==> src/rtl/bas_pkg.sv <==
package bas_pkg;
  localparam int unsigned BEAT_W = 2;

  typedef enum logic {
    ORD_LINEAR     = 1'b0,
    ORD_INTERLEAVE = 1'b1
  } order_e;
endpackage

==> src/rtl/bas_beat_ctr.sv <==
module bas_beat_ctr
  import bas_pkg::*;
#(
  parameter int unsigned CNT_W = BEAT_W
) (
  input  logic             clk_i,
  input  logic             rst_ni,
  input  logic             load_i,
  input  logic             adv_ni,
  output logic [CNT_W-1:0] beat_o
);
  logic [CNT_W-1:0] beat_q;

  always_ff @(posedge clk_i or negedge rst_ni) begin
    if (!rst_ni)      beat_q <= '0;
    else if (load_i)  beat_q <= '0;      // load wins, advance ignored
    else if (!adv_ni) beat_q <= beat_q + 1'b1;
  end

  assign beat_o = beat_q;


  a_r3_load_clears: assert property (@(posedge clk_i) disable iff (!rst_ni)
    load_i |=> beat_o == '0);

  a_r4_advance_step: assert property (@(posedge clk_i) disable iff (!rst_ni)
    (!load_i && !adv_ni) |=> beat_o == CNT_W'($past(beat_o) + 1'b1));

  a_r5_suspend_hold: assert property (@(posedge clk_i) disable iff (!rst_ni)
    (!load_i && adv_ni) |=> $stable(beat_o));
endmodule

==> src/rtl/bas_order_map.sv <==
module bas_order_map
  import bas_pkg::*;
#(
  parameter int unsigned CNT_W = BEAT_W
) (
  input  logic       [CNT_W-1:0] start_i,
  input  logic       [CNT_W-1:0] beat_i,
  input  order_e                 order_i,
  output logic       [CNT_W-1:0] low_o
);
  logic [CNT_W-1:0] lin_w, ilv_w;

  assign lin_w = start_i + beat_i;   // wraps mod 2**CNT_W
  assign ilv_w = start_i ^ beat_i;

  always_comb begin
    unique case (order_i)
      ORD_INTERLEAVE: low_o = ilv_w;
      default:        low_o = lin_w;
    endcase
  end
endmodule

==> src/rtl/burst_addr_seq.sv <==
module burst_addr_seq
  import bas_pkg::*;
#(
  parameter int unsigned ADDR_W = 18
) (
  input  logic              clk_i,
  input  logic              rst_ni,
  input  logic [ADDR_W-1:0] addr_i,
  input  logic              load_i,
  input  logic              adv_ni,
  input  logic              mode_i,
  output logic [ADDR_W-1:0] addr_o,
  output logic [1:0]        beat_o
);
  localparam int unsigned UP_W = ADDR_W - BEAT_W;

  logic [UP_W-1:0]   upper_q;
  logic [BEAT_W-1:0] start_q;
  logic [BEAT_W-1:0] beat_w;
  logic [BEAT_W-1:0] low_w;
  order_e            order_w;

  always_ff @(posedge clk_i or negedge rst_ni) begin
    if (!rst_ni) begin
      upper_q <= '0;
      start_q <= '0;
    end else if (load_i) begin
      upper_q <= addr_i[ADDR_W-1:BEAT_W];
      start_q <= addr_i[BEAT_W-1:0];
    end
  end

  bas_beat_ctr #(.CNT_W(BEAT_W)) u_ctr (
    .clk_i  (clk_i),
    .rst_ni (rst_ni),
    .load_i (load_i),
    .adv_ni (adv_ni),
    .beat_o (beat_w)
  );

  assign order_w = mode_i ? ORD_INTERLEAVE : ORD_LINEAR;

  bas_order_map #(.CNT_W(BEAT_W)) u_map (
    .start_i (start_q),
    .beat_i  (beat_w),
    .order_i (order_w),
    .low_o   (low_w)
  );

  assign addr_o = {upper_q, low_w};
  assign beat_o = beat_w;


  a_r2_load_capture: assert property (@(posedge clk_i) disable iff (!rst_ni)
    load_i |=> addr_o == $past(addr_i));

  a_r9_upper_fixed: assert property (@(posedge clk_i) disable iff (!rst_ni)
    !load_i |=> $stable(addr_o[ADDR_W-1:BEAT_W]));

  a_r8_wrap_to_start: assert property (@(posedge clk_i) disable iff (!rst_ni)
    (!load_i && !adv_ni && beat_o == 2'd3) |=> (beat_o == 2'd0 && addr_o[1:0] == start_q));
endmodule

==> config.mk <==
export PLATFORM = sky130hd
export DESIGN_NAME = burst_addr_seq
export DESIGN_NICKNAME = d
export VERILOG_FILES = /design/src/rtl/bas_pkg.sv /design/src/rtl/bas_beat_ctr.sv /design/src/rtl/bas_order_map.sv /design/src/rtl/burst_addr_seq.sv
export SDC_FILE = /design/constraint.sdc
export NUM_CORES = 1
export LEC_CHECK = 0
export BUFFER_PORTS_ARGS = -buffer_cell sky130_fd_sc_hd__buf_4
export CORE_AREA = 2 2 46 48
export DETAILED_ROUTE_END_ITERATION = 10
export DIE_AREA = 0 0 48 50
export PLACE_DENSITY = 0.79
export RECOVER_POWER = 100
export SLEW_MARGIN = 10
export SYNTH_ARGS = -nofsm -noshare
export SYNTH_HDL_FRONTEND = slang
export SYNTH_HIERARCHICAL = 1
export SYNTH_SLANG_ARGS = --single-unit
==> constraint.sdc <==
create_clock -name clk_i -period 1.88 [get_ports clk_i]
set_input_delay 0.188 -clock clk_i [delete_from_list [all_inputs] [get_ports clk_i]]
set_output_delay 0.188 -clock clk_i [all_outputs]
set_load 0.05 [all_outputs]
==> results of run 1 <==
flip-flops by register name, summed over array words and instances, names as in the netlist:
register      flops
u_ctr/beat_o      2
upper_q          16
start_q           2
where the power goes:
part | total [W] | leakage [nW] | internal (W) | switching [W]
registers | 0.000495 | 0.237 | 0.000472 | 0.0000235
logic | 0.000312 | 0.238 | 0.0000895 | 0.000222
clock network | 0.000188 | 0.0138 | 0.0000742 | 0.000114
total | 0.000995 | 0.489 | 0.000635 | 0.000360
routing by layer:
| layer | global-route usage | part of all wire | vias to the layer above |
|---|---|---|---|
| met5 | 0 | 0 | - |
| met4 | 0.0270 | 0 | 0 |
| met3 | 0.0330 | 0.084 | 0 |
| met2 | 0.227 | 0.47 | 30 |
| met1 | 0.182 | 0.44 | 265 |
| li1 | - | - | 261 |
cell usage in the layout (no fill, tap or decap), drive strengths merged:
cell type,netlist,layout
nor2,1,1
nor3,1,1
clkbuf,0,24
xnor2,2,2
dlygate4sd3,0,1
mux2,19,19
buf,2,21
ha,1,1
nor2b,4,4
dfrtp,20,20
cells by family after synthesis:
logic type    count (synthesis)
xor+xnor                      2
flops                        20
simple gates                  6
buf+inv                       2
mux                          19
fa+ha+maj                     1
worst max-delay path by stage:
| stage | endpoint | depth (start not counted) |
|---|---|---|
| 2_1_floorplan | addr_o[1] | 3 |
| 3_3_place_gp | addr_o[1] | 4 |
| 3_5_place_dp | addr_o[1] | 4 |
| 4_1_cts | addr_o[1] | 4 |
| 5_1_grt | addr_o[1] | 4 |
| 6_report | addr_o[0] | 2 |
per-stage QoR:
step                      cell area [um2]  total power (W)  instances  hold slack (ps)
final                                1090         0.000995        121              112
after floorplan                       866         0.000760         50             -108
after CTS                            1220          0.00107        121              118
after detailed placement             1180         0.000883        117             82.0
after global routing                 1090          0.00105        121             92.0
after global placement               1180         0.000878        117             76.8
repair_timing:
action	4_1_cts	5_1_grt
gates resized for setup	0	0
hold buffers	1	0
hold endpoints to repair	20	0
cell type report:
| cell class | count | share of cell area |
|---|---|---|
| tap | 27 | 0.0310 |
| multi-input combinational | 28 | 0.262 |
| timing repair buffer | 43 | 0.227 |
| sequential | 20 | 0.459 |
| clock buffer | 3 | 0.0207 |
==> impl_metrics.env, run 1 <==
export IMPL_outcome="finished, final reports clean"
export IMPL_dr_first_iter_drc_count=1
export IMPL_final_fill_count=183
export IMPL_final_critical_path_setup_slack_ps=246
export IMPL_synth_enable_flop_cells=0
export IMPL_muxShareOfSynthArea=0.297
export IMPL_synth_seq_area_share=0.583
export IMPL_post_synth_inst_count=50
export IMPL_max_cap_violations=0
export IMPL_timing_final_max_slew_violations=0
export IMPL_cp_data_required_time_ps=1690
export IMPL_synth_xor_area_frac=0.0204
export IMPL_worst_slew_pin_transition_ps=1030
export IMPL_pre_cts_ws_ps=621
export IMPL_ctsRootBufferMaster="clkbuf_4"
export IMPL_relSlewSlack=0.312
export IMPL_fp_dieW_um=48
export IMPL_timing_hold_worst_start="addr_i[6]"
export IMPL_synth_top_cell_area_share=0.583
export IMPL_synth_top_cells_by_area="dfrtp_1 (58%), mux2_4 (19%), mux2_2 (10%)"
export IMPL_setup_worst_path_class="reg2out"
export IMPL_timing_critical_path_buf_inv=1
export IMPL_vias=556
export IMPL_yosysTopAreaCell="dfrtp_1"
export IMPL_flops_latches_synth=20
export IMPL_post_route_period_util=0.869
export IMPL_largest_family_of_logic_cells_by_synthesized_area="multiplexers"
export IMPL_synth_simple_gate_area_share=0.0481
export IMPL_final_setup_tns_ps=0
export IMPL_die_area_um2=2400
export IMPL_wl_um=1500
export IMPL_power_density_nw_per_um2=913
export IMPL_synth_adder_area_share=0.0146
export IMPL_finalNetCount=120
export IMPL_holdPathEnd="upper_q[4]"
export IMPL_yosys_top_cells_count="dfrtp_1 (20), mux2_4 (11), mux2_2 (8), nor2b_1 (3), xnor2_1 (2)"
export IMPL_multi_input_area_um2=285
export IMPL_cp_top_family="buffers and inverters"
export IMPL_clock_tree_buffer_depth=2
export IMPL_depth_of_the_worst_register_to_register_path=2
export IMPL_detail_route_antenna_nets=0
export IMPL_globalplace_congestion=0.594
export IMPL_routed_wire_length_per_instance_um=12.4
export IMPL_setup_worst_path_end_class="output pin"
export IMPL_port_buffers=42
export IMPL_area_growth_syn_to_layout_pct=27.0
export IMPL_timing_hold_worst_class="in2reg"
export IMPL_worst_skew_pair_late_latency_ps=280
export IMPL_final_layout_size_suffix_gt1_frac=0.372
export IMPL_yosysWarningCount=6
export IMPL_synth_most_common_cell="dfrtp_1"
export IMPL_crit_reg2reg_capture="u_ctr/beat_o[1]"
export IMPL_cp_arrival_ps=1450
export IMPL_critPathLaunchType="flip-flop"
export IMPL_routed_via_density=4.60
export IMPL_ir_worst_vdd_mv=0.486
export IMPL_path_max_fanout=4
export IMPL_worstPathCellList="ha_1 > clkbuf_1"
export IMPL_clock_sinks=20
export IMPL_htreeDepth=1
export IMPL_tritoncts_num_buffers=3
export IMPL_n_antenna_cell=0
export IMPL_synth_distinct_cells=11
export IMPL_worstSetupStartpoint="u_ctr/beat_o[0]"
export IMPL_synth_area_um2=858
export IMPL_grt_start_max_net_pins=22
export IMPL_timing_hold_worst_path_depth=2
export IMPL_fp_dieH_um=50
export IMPL_share_of_the_synthesized_area_in_compound_gates_ao_oa_aoi_oai=0
export IMPL_post_route_util=0.573
export IMPL_floorplan_initialDensity=0.451
export IMPL_overall_global_routing_resource_usage=0.138
export IMPL_synth_flop_cell="dfrtp_1"
export IMPL_clock_skew_final_ps=0.0157
export IMPL_report_final_hold_viol_count=0
export IMPL_synthesis_nets=74
export IMPL_place_hpwl_um=1120
export IMPL_grt_setup_unrepaired="false"
export IMPL_clk_pin_slew_ps=100
export IMPL_drtPass1Iterations=2
export IMPL_leakage_nw=0.489
export IMPL_period_minus_slack_ps=1630
export IMPL_r2r_start="u_ctr/beat_o[0]"
export IMPL_first_global_vias=586
export IMPL_pin_count=43
export IMPL_grt_overflow_total=0
export IMPL_initial_antenna_violation_count=0
export IMPL_placeableCoreArea_um2=1900
export IMPL_timing_reg2reg_setup_slack_ps=830
export IMPL_synth_area_per_cell_um2=17.2
export IMPL_setup_viol_count_final=0
export IMPL_synthArstFlopShare=1.00
export IMPL_num_rows=16
export IMPL_postCtsSetupBuffers=0
export IMPL_remaining_drc_errors=0
export IMPL_sequential_cell_area_um2=500
export IMPL_cts_tree="built"
export IMPL_maximum_clock_frequency_mhz=612
export IMPL_grt_pass1_wl_um=2440
export IMPL_critPathMaxStageDelay_ps=470
export IMPL_slowest_stage_cell_on_the_critical_path="clkbuf_1"
(Power assumes the default switching activity.)
==> run 2: changes to the inputs <==
--- a/config.mk
+++ b/config.mk
@@ -5,12 +5,12 @@
 export SDC_FILE = /design/constraint.sdc
 export NUM_CORES = 1
 export LEC_CHECK = 0
+export ABC_CLOCK_PERIOD_IN_PS = 1880
 export BUFFER_PORTS_ARGS = -buffer_cell sky130_fd_sc_hd__buf_4
 export CORE_AREA = 2 2 46 48
 export DETAILED_ROUTE_END_ITERATION = 10
 export DIE_AREA = 0 0 48 50
 export PLACE_DENSITY = 0.79
-export RECOVER_POWER = 100
 export SLEW_MARGIN = 10
 export SYNTH_ARGS = -nofsm -noshare
 export SYNTH_HDL_FRONTEND = slang
==> impl_metrics.env, run 2 (synthesis gave the netlist of run 1 again) <==
export IMPL_cts_resized=0
export IMPL_slowest_stage_cell_on_the_critical_path="dfrtp_1"
export IMPL_pwr_share_comb=0.354
export IMPL_remaining_drc_errors=0
export IMPL_max_cap_violations=0
export IMPL_clock_tree_buffer_depth=2
export IMPL_sequentialPowerShare=0.469
export IMPL_final_fill_count=157
export IMPL_fp_dieW_um=48
export IMPL_largest_register_ff_count=16
export IMPL_clock_sinks=20
export IMPL_leakage_nw=0.609
export IMPL_tritoncts_num_buffers=3
export IMPL_dr_first_iter_drc_count=0
export IMPL_power_report_internal_total_w=0.000697
export IMPL_setup_worst_path_class="reg2out"
export IMPL_power_share_clock=0.177
export IMPL_place_inst=117
export IMPL_pre_cts_ws_ps=621
export IMPL_globalplace_congestion=0.594
export IMPL_die_area_um2=2400
export IMPL_critPathMaxStageDelay_ps=400
export IMPL_worst_slew_pin_transition_ps=313
export IMPL_timing_hold_worst_class="in2reg"
export IMPL_outcome="finished, final reports clean"
export IMPL_max_flop_register="upper_q"
export IMPL_overall_global_routing_resource_usage=0.138
export IMPL_fin_hold_ws_ps=126
export IMPL_routed_via_density=4.59
export IMPL_worstPathCellList="ha_1 > nor2b_1 > xnor2_2 > buf_4"
export IMPL_grt_start_max_net_pins=22
export IMPL_relSlewSlack=0.791
export IMPL_maximum_clock_frequency_mhz=642
export IMPL_drtPass1Iterations=1
export IMPL_layout_cells_non_filler=121
export IMPL_wl_um=1480
export IMPL_detail_route_antenna_nets=0
export IMPL_place_hpwl_um=1120
export IMPL_timing_final_max_slew_violations=0
export IMPL_setup_viol_count_final=0
export IMPL_initial_antenna_violation_count=0
export IMPL_ctsRootBufferMaster="clkbuf_4"
export IMPL_cp_data_required_time_ps=1690
export IMPL_critPathLaunchType="flip-flop"
export IMPL_path_max_fanout=4
export IMPL_postCtsSetupBuffers=0
export IMPL_final_setup_tns_ps=0
export IMPL_placeableCoreArea_um2=1900
export IMPL_worst_skew_pair_late_latency_ps=280
export IMPL_floorplan_initialDensity=0.451
export IMPL_sequential_cell_area_um2=500
export IMPL_clk_pin_slew_ps=100
export IMPL_layout_commonest_cell="buf_4"
export IMPL_setup_worst_path_end_class="output pin"
export IMPL_vias=555
export IMPL_cp_top_family="flip-flops"
export IMPL_first_global_vias=586
export IMPL_post_route_period_util=0.829
export IMPL_ir_worst_vdd_mv=0.505
export IMPL_postCtsHoldBufs=1
export IMPL_most_used_cells_in_the_layout_excluding_fill_and_tap_cells="buf_4 (42), dfrtp_1 (20), mux2_4 (11)"
export IMPL_cp_arrival_ps=1370
export IMPL_n_antenna_cell=0
export IMPL_fp_dieH_um=50
export IMPL_port_buffers=42
export IMPL_final_critical_path_setup_slack_ps=321
export IMPL_period_minus_slack_ps=1560
export IMPL_clock_skew_final_ps=0.00674
export IMPL_routed_wire_length_per_instance_um=12.2
export IMPL_finalNetCount=120
export IMPL_num_rows=16
export IMPL_final_layout_size_suffix_gt1_frac=0.702
export IMPL_area_growth_syn_to_layout_pct=41.7
export IMPL_pin_count=43
export IMPL_grt_overflow_total=0
export IMPL_grt_pass1_wl_um=2440
export IMPL_report_final_hold_viol_count=0
export IMPL_htreeDepth=1
export IMPL_sw_frac=0.343
export IMPL_cts_tree="built"
export IMPL_timing_critical_path_buf_inv=1
export IMPL_multi_input_area_um2=334
export IMPL_power_density_nw_per_um2=873
export IMPL_switching_power_w=0.000364
export IMPL_grt_setup_unrepaired="false"
## run 2: cell type report
class                   instances  share of cell area
clock buffers                   3              0.0185
well taps                      27              0.0278
multi-input cells              28               0.275
repair buffers                 43               0.267
flip-flops and latches         20               0.412
## run 2: worst register-to-register path, cell delays in order (launching register included)
cell,delay [ps]
dfrtp_1,400
nor2b_4,180
mux2_4,300
## run 2: worst paths after layout
check | end | depth (start not counted) | slack, ps | start
max in group asynchronous | upper_q[5] | 2 | 1380 | rst_ni
min in group asynchronous | upper_q[14] | 2 | 300 | rst_ni
hold reg to reg | upper_q[15] | 1 | 520 | upper_q[15]
setup / recovery | addr_o[1] | 4 | 320 | u_ctr/beat_o[0]
hold / removal | upper_q[4] | 2 | 130 | addr_i[6]
setup reg to reg | u_ctr/beat_o[1] | 2 | 900 | u_ctr/beat_o[0]
## run 2: power groups by stage
stage | registers, W | clock network, W | logic [W]
floorplan | 0.000637 | 0 | 0.000123
global placement | 0.000503 | 0 | 0.000374
detailed placement | 0.000505 | 0 | 0.000378
CTS | 0.000498 | 0.000198 | 0.000379
global route | 0.000504 | 0.000222 | 0.000393
finish | 0.000498 | 0.000188 | 0.000375
## run 2: layer usage
| metal | share of wire | wire [um] | global-route usage | vias to the layer above |
|---|---|---|---|---|
| met4 | 0 | 0 | 0.0270 | 0 |
| met5 | 0 | 0 | 0 | - |
| met2 | 0.49 | 723 | 0.227 | 30 |
| li1 | - | - | - | 261 |
| met3 | 0.094 | 139 | 0.0330 | 0 |
| met1 | 0.42 | 616 | 0.182 | 264 |
## run 2: through the flow
step | cell area [um2] | utilization | power (W)
floorplan | 866 | - | 0.000760
global placement | 1180 | 0.622 | 0.000878
detailed placement | 1180 | 0.622 | 0.000883
CTS | 1220 | 0.639 | 0.00107
global route | 1220 | 0.639 | 0.00112
finish | 1220 | 0.639 | 0.00106
